<file path="src/rtl/ovg_pkg.sv">
package ovg_pkg;
  typedef enum logic [1:0] {
    GS_RUN   = 2'd0,
    GS_OFF   = 2'd1,
    GS_RETRY = 2'd2
  } guard_state_e;
endpackage

</file>
<file path="src/rtl/ovg_thermal.sv">
module ovg_thermal (
  input  logic clk_i,
  input  logic rst_ni,
  input  logic temp_hot_i,
  input  logic temp_cool_i,
  output logic ovt_o
);
  logic ovt_q;

  always_ff @(posedge clk_i or negedge rst_ni) begin
    if (!rst_ni)          ovt_q <= 1'b0;
    else if (temp_hot_i)  ovt_q <= 1'b1;
    else if (temp_cool_i) ovt_q <= 1'b0;
  end

  assign ovt_o = ovt_q;

  assert_hot_sets_R9: assert property (@(posedge clk_i) disable iff (!rst_ni)
    temp_hot_i |=> ovt_o);
  assert_hysteresis_hold_R9: assert property (@(posedge clk_i) disable iff (!rst_ni)
    (ovt_o && !temp_hot_i && !temp_cool_i) |=> ovt_o);
  assert_cool_clears_R9: assert property (@(posedge clk_i) disable iff (!rst_ni)
    (temp_cool_i && !temp_hot_i) |=> !ovt_o);
endmodule

</file>
<file path="src/rtl/ovg_retry_seq.sv">
module ovg_retry_seq
  import ovg_pkg::*;
#(
  parameter int unsigned OFF_CYCLES = 9_000_000,
  parameter int unsigned RATIO      = 10
) (
  input  logic clk_i,
  input  logic rst_ni,
  input  logic en_i,
  input  logic static_mode_i,
  input  logic overload_i,
  output logic hold_off_o,
  output logic olf_o
);
  localparam int unsigned ON_RAW     = OFF_CYCLES / RATIO;
  localparam int unsigned ON_CYCLES  = (ON_RAW == 0) ? 1 : ON_RAW;
  localparam int unsigned CW         = $clog2(OFF_CYCLES + 1);
  localparam logic [CW-1:0] OFF_LAST = CW'(OFF_CYCLES - 1);
  localparam logic [CW-1:0] ON_LAST  = CW'(ON_CYCLES - 1);

  guard_state_e state_q;
  logic [CW-1:0] cnt_q;
  logic olf_q;

  always_ff @(posedge clk_i or negedge rst_ni) begin
    if (!rst_ni) begin
      state_q <= GS_RUN;
      cnt_q   <= '0;
      olf_q   <= 1'b0;
    end else if (static_mode_i) begin
      // static policy: clamp is external, flag mirrors the input
      state_q <= GS_RUN;
      cnt_q   <= '0;
      olf_q   <= overload_i;
    end else if (!en_i) begin
      // timer cleared, flag retained
      state_q <= GS_RUN;
      cnt_q   <= '0;
    end else begin
      unique case (state_q)
        GS_RUN: begin
          cnt_q <= '0;
          if (overload_i) begin
            state_q <= GS_OFF;
            olf_q   <= 1'b1;
          end else if (olf_q) begin
            state_q <= GS_RETRY;
          end
        end
        GS_OFF: begin
          if (cnt_q == OFF_LAST) begin
            state_q <= GS_RETRY;
            cnt_q   <= '0;
          end else begin
            cnt_q <= cnt_q + 1'b1;
          end
        end
        GS_RETRY: begin
          if (overload_i) begin
            state_q <= GS_OFF;
            cnt_q   <= '0;
          end else if (cnt_q == ON_LAST) begin
            state_q <= GS_RUN;
            cnt_q   <= '0;
            olf_q   <= 1'b0;
          end else begin
            cnt_q <= cnt_q + 1'b1;
          end
        end
        default: begin
          state_q <= GS_RUN;
          cnt_q   <= '0;
        end
      endcase
    end
  end

  assign hold_off_o = (state_q == GS_OFF);
  assign olf_o      = olf_q;

  assert_off_flagged_R3: assert property (@(posedge clk_i) disable iff (!rst_ni)
    (state_q == GS_OFF) |-> olf_q);
  assert_cnt_bound_R3: assert property (@(posedge clk_i) disable iff (!rst_ni)
    (state_q == GS_OFF) |-> (cnt_q <= OFF_LAST));
  assert_retry_bound_R4: assert property (@(posedge clk_i) disable iff (!rst_ni)
    (state_q == GS_RETRY) |-> (cnt_q <= ON_LAST));
  assert_retry_trip_R6: assert property (@(posedge clk_i) disable iff (!rst_ni)
    (state_q == GS_RETRY && overload_i && en_i && !static_mode_i)
      |=> (state_q == GS_OFF && olf_q));
  assert_static_mirror_R7: assert property (@(posedge clk_i) disable iff (!rst_ni)
    static_mode_i |=> (olf_q == $past(overload_i)));
  assert_static_exit_R8: assert property (@(posedge clk_i) disable iff (!rst_ni)
    static_mode_i |=> (state_q != GS_OFF));
  assert_en_keeps_flag_R10: assert property (@(posedge clk_i) disable iff (!rst_ni)
    (!en_i && !static_mode_i) |=> (olf_q == $past(olf_q)));
endmodule

</file>
<file path="src/rtl/overload_guard.sv">
module overload_guard #(
  parameter int unsigned OFF_CYCLES = 9_000_000,
  parameter int unsigned RATIO      = 10
) (
  input  logic clk_i,
  input  logic rst_ni,
  input  logic en_i,
  input  logic static_mode_i,
  input  logic overload_i,
  input  logic temp_hot_i,
  input  logic temp_cool_i,
  output logic power_en_o,
  output logic ovl_flag_o,
  output logic ovt_flag_o
);
  logic hold_off;
  logic ovt;

  ovg_retry_seq #(
    .OFF_CYCLES (OFF_CYCLES),
    .RATIO      (RATIO)
  ) u_seq (
    .clk_i         (clk_i),
    .rst_ni        (rst_ni),
    .en_i          (en_i),
    .static_mode_i (static_mode_i),
    .overload_i    (overload_i),
    .hold_off_o    (hold_off),
    .olf_o         (ovl_flag_o)
  );

  ovg_thermal u_thermal (
    .clk_i       (clk_i),
    .rst_ni      (rst_ni),
    .temp_hot_i  (temp_hot_i),
    .temp_cool_i (temp_cool_i),
    .ovt_o       (ovt)
  );

  assign ovt_flag_o = ovt;
  assign power_en_o = en_i && !ovt && !hold_off;

  assert_en_gate_R2: assert property (@(posedge clk_i) disable iff (!rst_ni)
    !en_i |-> !power_en_o);
  assert_thermal_gate_R9: assert property (@(posedge clk_i) disable iff (!rst_ni)
    ovt_flag_o |-> !power_en_o);
  assert_static_on_R7: assert property (@(posedge clk_i) disable iff (!rst_ni)
    (static_mode_i && $past(static_mode_i) && en_i && !ovt_flag_o) |-> power_en_o);
endmodule

</file>
<file path="config.mk">
export PLATFORM = sky130hd
export DESIGN_NAME = overload_guard
export DESIGN_NICKNAME = d
export VERILOG_FILES = /design/src/rtl/ovg_pkg.sv /design/src/rtl/ovg_thermal.sv /design/src/rtl/ovg_retry_seq.sv /design/src/rtl/overload_guard.sv
export SDC_FILE = /design/constraint.sdc
export NUM_CORES = 1
export LEC_CHECK = 0
export ABC_AREA = 1
export BUFFER_PORTS_ARGS = -buffer_cell sky130_fd_sc_hd__buf_2
export CELL_PAD_IN_SITES_DETAIL_PLACEMENT = 0
export CELL_PAD_IN_SITES_GLOBAL_PLACEMENT = 1
export CORE_AREA = 4 4 74 76
export CTS_CLUSTER_SIZE = 25
export DETAILED_ROUTE_END_ITERATION = 16
export DIE_AREA = 0 0 78 80
export HOLD_SLACK_MARGIN = 0.05
export MAX_ROUTING_LAYER = met4
export PLACE_DENSITY = 0.73
export REMOVE_ABC_BUFFERS = 1
export SYNTH_ARGS = -nofsm -noshare
export SYNTH_HDL_FRONTEND = slang
export SYNTH_HIERARCHICAL = 1
export SYNTH_SLANG_ARGS = --single-unit
</file>
<file path="constraint.sdc">
create_clock -name clk_i -period 1.4 [get_ports clk_i]
set_input_delay 0.21 -clock clk_i [delete_from_list [all_inputs] [get_ports clk_i]]
set_output_delay 0.21 -clock clk_i [all_outputs]
set_load 0.01 [all_outputs]
</file>
* Word level (Yosys, flattened, before mapping)
Cells that the tools add are included.
Storage, ports and cells: output and inout port bits 3, input bits 7, bits in registers 28
Operators by class: add/subtract/negate cells 1, muxes and demuxes 22, equality and inequality tests 10, reduce and logical (&&, ||, !) cells 10
Operator list (count):
- $mux 24 | 5
- $pmux 24 s2 | 1
- $add 24x1->24 const B | 1
- $eq 24x20->1 const B | 1
- $eq 24x24->1 const B | 1
- $mux 2 | 7
- $ne 5x4->1 const B | 2
- $mux 1 | 7
- $ne 3x3->1 const B | 2
- $pmux 2 s3 | 1
- $reduce_and 5->1 | 1
- $ne 4x3->1 const B | 1
- $reduce_bool 2->1 | 2
- $ne 3x2->1 const B | 1
- $reduce_and 3->1 | 1
- $reduce_bool 3->1 | 1
- $eq 2x1->1 const B | 1
- $eq 2x2->1 const B | 1
- $logic_and 1x1->1 | 2
- $logic_not 1->1 | 2
- $logic_not 2->1 | 1
- $pmux 1 s2 | 1

* Depth between registers and ports, before layout
Gate-level depths: netlist of run 1.
depth in word-level cells 6, mapped depth 11

* By module
The synthesis of run 1 kept the hierarchy.
Modules (own cells, without submodules):
- ovg_retry_seq | times used 1, cells an instance 257, seq. area each 675.6 um^2, area each 1821.7 um^2
- ovg_thermal | times used 1, cells an instance 5, seq. area each 25.0 um^2, area each 40.0 um^2
- overload_guard | times used 1, cells an instance 3, seq. area each 0.0 um^2, area each 13.8 um^2

* Worst setup path before layout of run 1
No wires, ideal clock.
kind reg2reg, from register u_seq.cnt_q[0], to register u_seq.cnt_q[21], period minus slack after synthesis 1.480 ns, setup slack -0.080 ns, arrival time 1.400 ns, buffers on the path 1, library setup time 0.080 ns, cell stages (with the launch flop) 12, path through dfrtp_1 > ha_1 > nand2_1 > inv_2 > nand2_2 > nor2_1 > nand3_1 > nand2_1 > nand2_4 > nand2_4 > buf_12 > nor3_2
On the way: word-level cells in the longest chain between the ends 6, elaborated cells between the ends (all ways) 9, those cells by class add/sub (1); eq/ne (2); mux (6)
RTL lines:
- start, declared | line ovg_retry_seq.sv:22 | logic [CW-1:0] cnt_q;
- start signal, assigned | line ovg_retry_seq.sv:55 | cnt_q <= cnt_q + 1'b1;
- start signal, assigned | line ovg_retry_seq.sv:67 | cnt_q <= cnt_q + 1'b1;
- $add 24x1->24 / $eq 24x20->1 (equally long branches) | line ovg_retry_seq.sv:55, ovg_retry_seq.sv:67, ovg_retry_seq.sv:62
- $mux 24 | line ovg_retry_seq.sv:62 | end else if (cnt_q == ON_LAST) begin
- $mux 24 | line ovg_retry_seq.sv:59 | if (overload_i) begin
- $pmux 24 s2 (*) | line ovg_retry_seq.sv:40 | unique case (state_q)
- $mux 24 (*) | line ovg_retry_seq.sv:35 | end else if (!en_i) begin
- $mux 24 (*) | line ovg_retry_seq.sv:30 | end else if (static_mode_i) begin
Mark *: on every way between the ends. The rest lies on a longest branch, timed or not. A chain may end at the register's enable or synchronous reset.

* Worst setup path after layout of run 1
from register u_seq.cnt_q[0], to register u_seq.cnt_q[16]
Same word-level chain as after synthesis.

==> metrics.md, run 1 <==
| Metric | Value |
|---|---|
| Worst-path fanout max | 5 |
| Adder-cell area share of the yosys netlist | 0.0267 |
| Hold Path Class | primary input to flop |
| Vias | 1961 |
| Placer Congestion | approximately 0.9 |
| Worst Path Required | 1.58 ns |
| CP max stage delay | about 0.37 ns |
| Final setup viols | 27 |
| Hold path start | temp_hot_i |
| Top routing layer used | met4 |
| H-Tree Depth | 1 |
| Max cap viols | 0 |
| Type of origin of the critical path | flop |
| Met1 WL | 2.51 mm |
| Seq/Total Area, Yosys | 0.374 |
| Reg2reg setup slack | -0.11 ns |
| Leakage power | 1.22 nW |
| Flops & latches, synth | 28 |
| CP max-delay cell | dfrtp_1 |
| Worst-path clk slew | about 0.10 ns |
| Nets@finish | 353 |
| Period utilisation layout | 1.08 |
| Final WS setup | -0.112 ns |
| Top_reg_cell synth | dfrtp_1 |
| Worst Tran Pin Value | 0.387 ns |
| Sequential share of power | 0.425 |
| XOR/XNOR Fraction of Synth Area | 0.0467 |
| Int Power | 1.39 mW |
| Arr. time, crit path | 1.69 ns |
| Die height | 80 um |
| Synth Area in Compound Gates | 0.0294 |
| Unrepaired setup endpoints after global routing | yes |
| Total grt overflow | 0 |
| Failing checks | setup timing |
| Core box area | 0.00472 mm^2 |
| Root buffer cell | clkbuf_8 |
| Vias in the first global route | between 1500 and 2000 |
| Floorplan row count | 25 |
| CP Cell Sequence | ha_2, nand2_1, inv_2, nand2_4, inv_2, nand3_4, nor2_1, nand3_2, nor2_2, nor2_2 |
| PortBufs | 9 |
| Starting Density | 0.397 |
| Syn-to-layout area delta | 48.6% |
| Avg Cell Area, Syn | 7.08 um^2 |
| Largest net degree at the start of global routing | 22 |
| Synth unique cells | 24 |
| Cells after synthesis | roughly 270 |
| IO Pins | 10 |
| Clk pwr share | 0.251 |
| Total power | 2.04 mW |
| Clock skew | 0.00509 ns |
| Final wirelength | 5.47 mm |
| DR DRC count | 0 |
| DP HPWL | 3.94 mm |
| Antenna Cells | 0 |
| Clock Sinks | 28 |
| CP Capture Type | flop |
| Routed len/inst | 13.4 um |
| R2R Path Start | u_seq/cnt_q[0] |
| Wire length on met2 | between 2 and 3 mm |
| Mapped Area | 0.00188 mm^2 |
| Final core occ | 0.590 |
| Cell depth of the worst hold path | 3 |
| Synth warn | 6 |
| First-pass GRT wire length | 8.31 mm |
| Type of the worst setup path | flop to flop |
| Layout cell share with drive strength beyond 1 | 0.452 |
| Initial antenna violation count | 0 |
| Setup TNS | -1.69 ns |
| Async SR Flop Fraction | 1.00 |
| Total GRT Usage | 0.174 |
| Worst vdd ir | 0.000406 V |
| Relative slew slack | 0.742 |
| Hold Path End | u_thermal/ovt_o |
| Vias per inst | 4.81 |
| Cts bufs inserted | 3 |
| Logic pwr share | 0.324 |
| Met3 routed WL | 152 um |
| P_sw | between 0.6 and 0.7 mW |
| DR iter-0 viols | between 80 and 90 |
| Post-synth EDFFs | 0 |
| Fin crit period | approximately 1.5 ns |
| Sw frac | 0.318 |
| Final Hold Fails | 0 |
| Longest Clk Path Bufs | 2 |
| Clk_lat worst skew | about 0.28 ns |
| Fmax achieved | 662 MHz |
| DIE WIDTH | 78 um |
| Pre-antenna DRT Iters | 4 |
| # fillers | 446 |
| CTS tree | done |
| Post-synthesis mux area share | 0 |
| Die area | 0.00624 mm^2 |
| Worst r2r dst | u_seq/cnt_q[16] |
| Final-report max-slew violation count | 0 |
| Status | finished with violations |
| R2R cell count | 10 |
| Simple-gate share of the synthesized area | 0.441 |
| PwrDens | roughly 730 mW/mm^2 |
| Largest family of logic cells by synthesized area | simple AND/OR/NAND/NOR gates |
| Routed Antenna Nets | 0 |
[worst max path at each step]
stage                    from              end  cells after the start
6_report       u_seq/cnt_q[0]  u_seq/cnt_q[16]                     10
5_1_grt        u_seq/cnt_q[0]  u_seq/cnt_q[16]                     10
4_1_cts        u_seq/cnt_q[1]  u_seq/cnt_q[16]                     10
3_5_place_dp   u_seq/cnt_q[0]   u_seq/cnt_q[2]                     10
3_3_place_gp   u_seq/cnt_q[0]  u_seq/cnt_q[17]                     10
2_1_floorplan  u_seq/cnt_q[0]  u_seq/cnt_q[17]                     10
[area by class of cell]
class	count	area, um^2	area share
multi-input combinational	203	1250	0.449
inverter	33	129	0.0463
sequential	28	708	0.254
tap	67	83.8	0.0301
clock buffer	4	55.1	0.0198
timing repair buffer	73	559	0.201
[timing repair]
action | CTS | global route
endpoints found under the hold margin | 15 | 0
buffers inserted | 2 | 5
gates resized for setup | 20 | 52
endpoints found under the setup margin | 28 | 28
hold buffers | 1 | 0
cloned | 0 | 1
pin swaps | 10 | 21
[registers in the layout (all words and copies together) (netlist names)]
signal,cells
u_seq/cnt_q,24
u_seq/state_q,2
u_seq/olf_o,1
u_thermal/ovt_o,1
[cells by family after synthesis]
group,count (synthesis)
flops,28
simple gates,178
compound gates,10
buf+inv,35
xor+xnor,10
fa+ha+maj,4
[metrics by stage]
stage | cell area, um^2 | setup WS [ns] | cells | hold WS (ns)
floorplan | 1840 | -0.0783 | 263 | -0.0856
global placement | 2410 | -0.140 | 395 | 0.156
detailed placement | 2410 | -0.204 | 395 | 0.155
CTS | 2570 | -0.102 | 402 | 0.103
global route | 2790 | -0.236 | 408 | 0.132
finish | 2790 | -0.112 | 408 | 0.109
[metal layers]
metal,GRT usage,up-vias
li1,-,998
met1,0.221,926
met2,0.293,31
met3,0.0181,6
met4,0.0542,0
met5,-,-
[cells in the mapped netlist (2+ instances only)]
master	count	share of area
inv_2	4	0.0080
xor2_1	8	0.037
nand3_1	21	0.056
nand2_4	2	0.012
o21ai_0	7	0.019
nor3_2	5	0.027
nand2_1	58	0.12
dfrtp_1	28	0.37
nor3_1	10	0.027
nor2_2	8	0.027
xnor2_1	2	0.0093
nand2_2	4	0.013
ha_1	4	0.027
nor2_1	57	0.11
nand4_1	9	0.030
a21oi_1	2	0.0053
inv_1	29	0.058
[power by group through the flow]
stage / registers, mW / logic, mW / clock network [mW]
floorplan: 0.881 / 0.270 / 0
global route: 0.872 / 0.719 / 0.571
CTS: 0.865 / 0.601 / 0.539
global placement: 0.878 / 0.505 / 0
detailed placement: 0.879 / 0.501 / 0
finish: 0.867 / 0.661 / 0.511
[worst max-delay path: cells and delay by family, from the launching register on]
| kind | cells | cell delay, ns |
|---|---|---|
| flops | 1 | 0.37 |
| buf+inv | 2 | 0.18 |
| simple gates | 7 | 0.68 |
| fa+ha+maj | 1 | 0.19 |
[layout by cell type (no fill, tap or decap)]
master         count
nor3_2             9
inv_2              7
nand2_2           10
dlygate4sd3_1      1
nor3_1             4
dfrtp_1           22
nor2_2            18
dfrtp_2            6
nand3_1           12
and3_1             1
o211a_1            1
buf_2              9
nand2_1           51
nand2_8            2
nor2_1            42
buf_4             57
ha_2               1
nand3_2            9
buf_12             1
o21ai_0            6
nor3b_2            1
a21oi_1            2
nand2_4            2
inv_4              2
and3_4             1
xnor2_1            2
o21ai_2            1
buf_6              5
nor3_4             2
nor2_4             5
clkbuf_8           4
inv_1             24
xor2_1             8
nand3_4            1
ha_1               2
nand4_1            9
ha_4               1
Power figures use the tool's default switching activity.
==> run 2: changes to the inputs <==
--- a/config.mk
+++ b/config.mk
@@ -7,7 +7,7 @@
 export LEC_CHECK = 0
 export ABC_AREA = 1
 export BUFFER_PORTS_ARGS = -buffer_cell sky130_fd_sc_hd__buf_2
-export CELL_PAD_IN_SITES_DETAIL_PLACEMENT = 0
+export CELL_PAD_IN_SITES_DETAIL_PLACEMENT = 1
 export CELL_PAD_IN_SITES_GLOBAL_PLACEMENT = 1
 export CORE_AREA = 4 4 74 76
 export CTS_CLUSTER_SIZE = 25
@@ -16,7 +16,6 @@
 export HOLD_SLACK_MARGIN = 0.05
 export MAX_ROUTING_LAYER = met4
 export PLACE_DENSITY = 0.73
-export REMOVE_ABC_BUFFERS = 1
 export SYNTH_ARGS = -nofsm -noshare
 export SYNTH_HDL_FRONTEND = slang
 export SYNTH_HIERARCHICAL = 1
==> run 2 against run 1 <==
Against the previous run:
- the flow still finishes with violations (setup timing)
- via count increased by 22%
- sequential cell count unchanged
- die area unchanged
- clock power increased by 6.1%
- count of clock-buffer cells in the layout unchanged
==> metrics.md, run 2 (same netlist as run 1, synthesis figures left out) <==
| Metric | Value |
|---|---|
| Arr. time, crit path | around 1.9 ns |
| Post-Place Cells | 398 |
| Floorplan row count | 25 |
| Buf/Inv on CP | 2 |
| Crit-path leading delay family | simple AND/OR/NAND/NOR gates |
| Top reg by flops | u_seq/cnt_q |
| DP HPWL | approximately 4.7 mm |
| Non-Filler Instances | 429 |
| Vias in the first global route | 2355 |
| Worst-path clk slew | 0.11 ns |
| Max cap viols | 0 |
| Largest net degree at the start of global routing | 22 |
| Type of origin of the critical path | flop |
| Type of the worst setup path | flop to flop |
| Die area | ~0.0062 mm^2 |
| Worst-path fanout max | 3 |
| Final WS setup | -0.266 ns |
| Root buffer cell | clkbuf_8 |
| Antenna Cells | 0 |
| DP Worst Slack | -0.203 ns |
| Sequential share of power | 0.376 |
| Leakage power | 1.44 nW |
| Nets@finish | 374 |
| Largest register FFs | 24 |
| DIE WIDTH | 78 um |
| Clock Sinks | 28 |
| P_sw | 0.849 mW |
| Worst Path Required | around 1.6 ns |
| Most frequent cells in the layout | 69 x buf_4, 41 x nand2_1, 37 x nor2_1 |
| Syn-to-layout area delta | 67.4% |
| Longest Clk Path Bufs | 2 |
| DR DRC count | 0 |
| Hold Path Class | primary input to flop |
| Vias per inst | 5.55 |
| Core box area | 0.00472 mm^2 |
| Status | finished with violations |
| Placer Congestion | 0.875 |
| Worst vdd ir | 0.000625 V |
| Sw frac | 0.365 |
| Relative slew slack | 0.712 |
| Failing checks | setup timing |
| Routed len/inst | 22.7 um |
| Period utilisation layout | 1.19 |
| CP max-delay cell | dfrtp_1 |
| Clock skew | 0.00680 ns |
| Initial antenna violation count | 0 |
| CP Capture Type | flop |
| H-Tree Depth | 1 |
| CP Cell Sequence | nand2_1, buf_4, inv_1, nand2_1, nor2_1, nand3_2, nand4_1, nand3_1, nand2_1, nand2_1 |
| Layout cell share with drive strength beyond 1 | 0.530 |
| Pre-antenna DRT Iters | 4 |
| Fmax achieved | 600 MHz |
| Final Hold Fails | 0 |
| Final-report max-slew violation count | 0 |
| CP max stage delay | 0.41 ns |
| Total grt overflow | 0 |
| Final wirelength | 9.74 mm |
| Routed Antenna Nets | 0 |
| Starting Density | 0.397 |
| Final setup viols | 28 |
| Most frequent CP cell | nand2_1 |
| Final core occ | 0.665 |
| Cts bufs inserted | 3 |
| Clk_lat worst skew | 0.29 ns |
| Biggest regs | u_seq/cnt_q x24, u_seq/state_q x2 |
| Logic pwr share | 0.391 |
| First-pass GRT wire length | 11.7 mm |
| Int Power | 1.48 mW |
| Die height | around 80 um |
| Unrepaired setup endpoints after global routing | yes |
| DR iter-0 viols | 161 |
| Setup TNS | -5.36 ns |
| Final hold slack | 0.124 ns |
| Worst Tran Pin Value | about 0.43 ns |
| IO Pins | 10 |
| PwrDens | 740 mW/mm^2 |
| CTS tree | done |
| Fin crit period | 1.67 ns |
| Vias | approximately 2400 |
| Clk pwr share | 0.233 |
| Total GRT Usage | 0.250 |
| PortBufs | 9 |
| Synthesized net count | 276 |
| Most common cell after layout, fill and taps aside | buf_4 |
==> run 2: changes by cell type in the layout (fill, tap and decap cells not counted), moves of 7 or more <==
cell	delta
buf_4	+12
buf_6	+9
nand2_1	-10
nor2_4	+7
==> run 2: cell type report <==
type	count	area, um^2
Multi-Input combinational cell	204	1420
Clock buffer	4	55.1
Sequential cell	28	704
Fill cell	562	1580
Tap cell	67	83.8
Inverter	33	129
Timing Repair Buffer	93	746
==> run 2: routing by layer <==
metal	up-vias	wire length, um	share of wire	global-route usage
met3	49	544	0.056	0.0282
met2	90	5010	0.51	0.448
met4	0	541	0.056	0.103
met5	-	0	0	-
li1	1039	-	-	-
met1	1205	3640	0.37	0.285
==> run 2: final timing paths <==
check                           startpoint               end  slack [ns]  cells past startpoint
hold reg to reg                u_seq/olf_o       u_seq/olf_o        0.55                      2
max in group asynchronous           rst_ni    u_seq/cnt_q[6]        0.61                      3
hold / removal                  temp_hot_i   u_thermal/ovt_o        0.12                      3
setup reg to reg           u_seq/cnt_q[19]  u_seq/state_q[1]       -0.27                     10
setup / recovery           u_seq/cnt_q[19]  u_seq/state_q[1]       -0.27                     10
min in group asynchronous           rst_ni   u_seq/cnt_q[22]        0.36                      2
==> run 2: timing repair <==
action,4_1_cts,5_1_grt
buffers inserted,13,11
endpoints found under the hold margin,13,0
hold buffers,1,0
setup endpoints to repair,28,28
pin swaps,14,22
gates cloned,0,2
gates resized for setup,40,75
==> run 2: per-stage QoR <==
| stage | total power [mW] | cell area [um^2] |
|---|---|---|
| after global placement | 1.37 | 2430 |
| after CTS | 2.07 | 2750 |
| after global routing | 2.45 | 3140 |
| final | 2.32 | 3140 |
| after detailed placement | 1.39 | 2430 |
| after floorplan | 1.17 | 1880 |
==> run 2: worst min-delay path: cells and delay by family <==
| kind | cells | cell delay [ns] |
|---|---|---|
| buf+inv | 2 | 0.10 |
| simple gates | 1 | 0.07 |
==> run 2: power by group through the flow <==
stage	Sequential (mW)	Clock (mW)	Combinational [mW]
2_1_floorplan	0.881	0	0.287
3_3_place_gp	0.877	0	0.490
3_5_place_dp	0.877	0	0.510
4_1_cts	0.867	0.546	0.657
5_1_grt	0.876	0.601	0.974
6_report	0.874	0.542	0.908
==> run 3: changes to the inputs <==
--- a/config.mk
+++ b/config.mk
@@ -16,6 +16,7 @@
 export HOLD_SLACK_MARGIN = 0.05
 export MAX_ROUTING_LAYER = met4
 export PLACE_DENSITY = 0.73
+export SKIP_LAST_GASP = 1
 export SYNTH_ARGS = -nofsm -noshare
 export SYNTH_HDL_FRONTEND = slang
 export SYNTH_HIERARCHICAL = 1
==> run 3 against run 2 <==
Against the previous run:
- the run still ends with setup timing left
- sequential share of layout area fell by 0.63 points
- sequential power about the same
- maximum frequency shrank 3.3%
- setup slack got worse by 0.057 ns
- register-to-register slack got worse by 0.06 ns
- via count decreased by 0.97%
- routed wire length is 3.8% higher
- count of clock-buffer cells in the layout unchanged
- clock skew down 0.0039 ns
- core utilization rose by 1.8 points
- non-clock buffer count stayed put
- global-route usage is 0.49 points higher
==> metrics.md, run 3 (same netlist as run 1, synthesis figures left out) <==
| Metric | Value |
|---|---|
| Worst-path clk slew | about 0.10 ns |
| Most frequent cells in the layout | 69 x buf_4, 43 x nand2_1, 28 x nor2_1 |
| DIE WIDTH | 78 um |
| CP max stage delay | 0.44 ns |
| Layout cell share with drive strength beyond 1 | 0.554 |
| CP max-delay cell | dfrtp_1 |
| Final WS setup | -0.324 ns |
| Final setup viols | 28 |
| Sw frac | 0.380 |
| CP Capture Type | flop |
| R2R Path Start | u_seq/state_q[1] |
| DP HPWL | 4.68 mm |
| Final Hold Fails | 0 |
| Top reg by flops | u_seq/cnt_q |
| Final hold slack | 0.106 ns |
| PortBufs | 9 |
| Status | finished with violations |
| Hold Path Class | primary input to flop |
| Arr. time, crit path | 1.95 ns |
| Type of origin of the critical path | flop |
| Vias per inst | approximately 5.5 |
| Worst vdd ir | 0.000700 V |
| Antenna Cells | 0 |
| R2R cell count | 6 |
| Cts bufs inserted | 3 |
| Worst r2r dst | u_seq/cnt_q[11] |
| Type of the worst setup path | flop to flop |
| Clk_lat worst skew | 0.30 ns |
| Worst Path Required | 1.63 ns |
| Final wirelength | 10.1 mm |
| P_sw | 0.899 mW |
| Unrepaired setup endpoints after global routing | yes |
| Core box area | 0.00472 mm^2 |
| Die height | 80 um |
| Biggest regs | u_seq/cnt_q x24, u_seq/state_q x2 |
| Critical path origin | u_seq/state_q[1] |
| Starting Density | 0.397 |
| Initial antenna violation count | 0 |
| Worst Tran Pin Value | a little under 0.4 ns |
| Root buffer cell | clkbuf_8 |
| Die area | 0.00624 mm^2 |
| Crit path to | u_seq/cnt_q[11] |
| # fillers | 550 |
| Total grt overflow | 0 |
| Vias | around 2400 |
| Final-report max-slew violation count | 0 |
| CTS tree | done |
| Final core occ | 0.683 |
| First-pass GRT wire length | 11.7 mm |
| Failing checks | setup timing |
| IO Pins | 10 |
| Largest register FFs | 24 |
| Logic pwr share | 0.399 |
| Synthesized net count | 276 |
| Vias in the first global route | 2358 |
| Clock skew | roughly 0.0029 ns |
| Reg2reg setup slack | -0.32 ns |
| Most common cell after layout, fill and taps aside | buf_4 |
| Fin crit period | 1.72 ns |
| Relative slew slack | 0.739 |
| Clock Sinks | 28 |
| Max cap viols | 0 |
| Nets@finish | approximately 380 |
| H-Tree Depth | 1 |
| Sequential share of power | 0.369 |
| Fmax achieved | 580 MHz |
| Worst-path fanout max | 5 |
| DR DRC count | 0 |
| Routed Antenna Nets | 0 |
| Longest Clk Path Bufs | 2 |
| Floorplan row count | 25 |
| Period utilisation layout | 1.23 |
| Routed len/inst | 23.5 um |
| Total GRT Usage | 0.255 |
| Int Power | approximately 1.5 mW |
| Syn-to-layout area delta | 71.9% |
| Pre-antenna DRT Iters | 4 |
| DR iter-0 viols | 121 |
| PwrDens | between 700 and 800 mW/mm^2 |
| CP Cell Sequence | inv_2, ha_2, and3_4, buf_4, o21ai_0, nor2_1 |
| Leakage power | 1.44 nW |
| Largest net degree at the start of global routing | 22 |
| Clk pwr share | 0.232 |
| Placer Congestion | 0.875 |
[run 3: power by group through the flow]
| stage | registers, mW | clock network (mW) | logic, mW |
|---|---|---|---|
| 6_report | 0.875 | 0.549 | 0.944 |
| 5_1_grt | 0.876 | 0.598 | 1.00 |
| 4_1_cts | 0.867 | 0.546 | 0.657 |
| 3_5_place_dp | 0.877 | 0 | 0.510 |
| 3_3_place_gp | 0.877 | 0 | 0.490 |
| 2_1_floorplan | 0.881 | 0 | 0.287 |
[run 3: how the worst min path moves through the flow]
stage | start | to | slack (ns) | cells past startpoint
3_3_place_gp | rst_ni | u_seq/cnt_q[15] | 0.15 | 1
5_1_grt | temp_hot_i | u_thermal/ovt_o | 0.13 | 3
4_1_cts | temp_hot_i | u_thermal/ovt_o | 0.10 | 3
2_1_floorplan | rst_ni | u_seq/cnt_q[0] | -0.09 | 0
3_5_place_dp | rst_ni | u_seq/cnt_q[14] | 0.15 | 1
6_report | temp_hot_i | u_thermal/ovt_o | 0.11 | 3
[run 3: layout make-up]
cell class | instances | area [um^2] | area share
multi-input combinational | 205 | 1510 | 0.468
sequential | 28 | 703 | 0.218
inverter | 33 | 129 | 0.0400
clock buffer | 4 | 55.1 | 0.0171
timing repair buffer | 93 | 746 | 0.231
tap | 67 | 83.8 | 0.0260
[run 3: routing by layer]
layer	part of all wire	wire, um	up-vias	track usage
met3	0.059	601	48	0.0282
met2	0.50	5080	95	0.448
li1	-	-	1045	-
met4	0.061	618	0	0.143
met1	0.38	3810	1172	0.283
met5	0	0	-	-
[run 3: critical path, delay by kind of cell, from the launching register on]
family | cells | cell delay [ns]
adder cells (fa/ha/maj) | 1 | 0.33
buffers and inverters | 2 | 0.30
flip-flops | 1 | 0.44
AO/OA/AOI/OAI | 1 | 0.10
AND/OR/NAND/NOR | 2 | 0.49
[run 3: per-stage QoR]
stage                     TNS (ns)  power [mW]  area, um^2  setup WS (ns)  instances
after floorplan             -0.387        1.17        1880        -0.0218        265
final                        -6.75        2.37        3220         -0.324        430
after CTS                    -2.56        2.07        2740         -0.117        416
after global placement       -3.49        1.37        2430         -0.170        398
after detailed placement     -4.23        1.39        2430         -0.203        398
after global routing         -8.64        2.47        3220         -0.398        430
[run 3: timing repair]
item                                    4_1_cts  5_1_grt
cloned                                        0        3
endpoints found under the setup margin       28       28
endpoints found under the hold margin        13        0
hold buffers                                  1        0
gates resized for setup                      37       95
setup buffers                                13       12
pin swaps                                    13       33
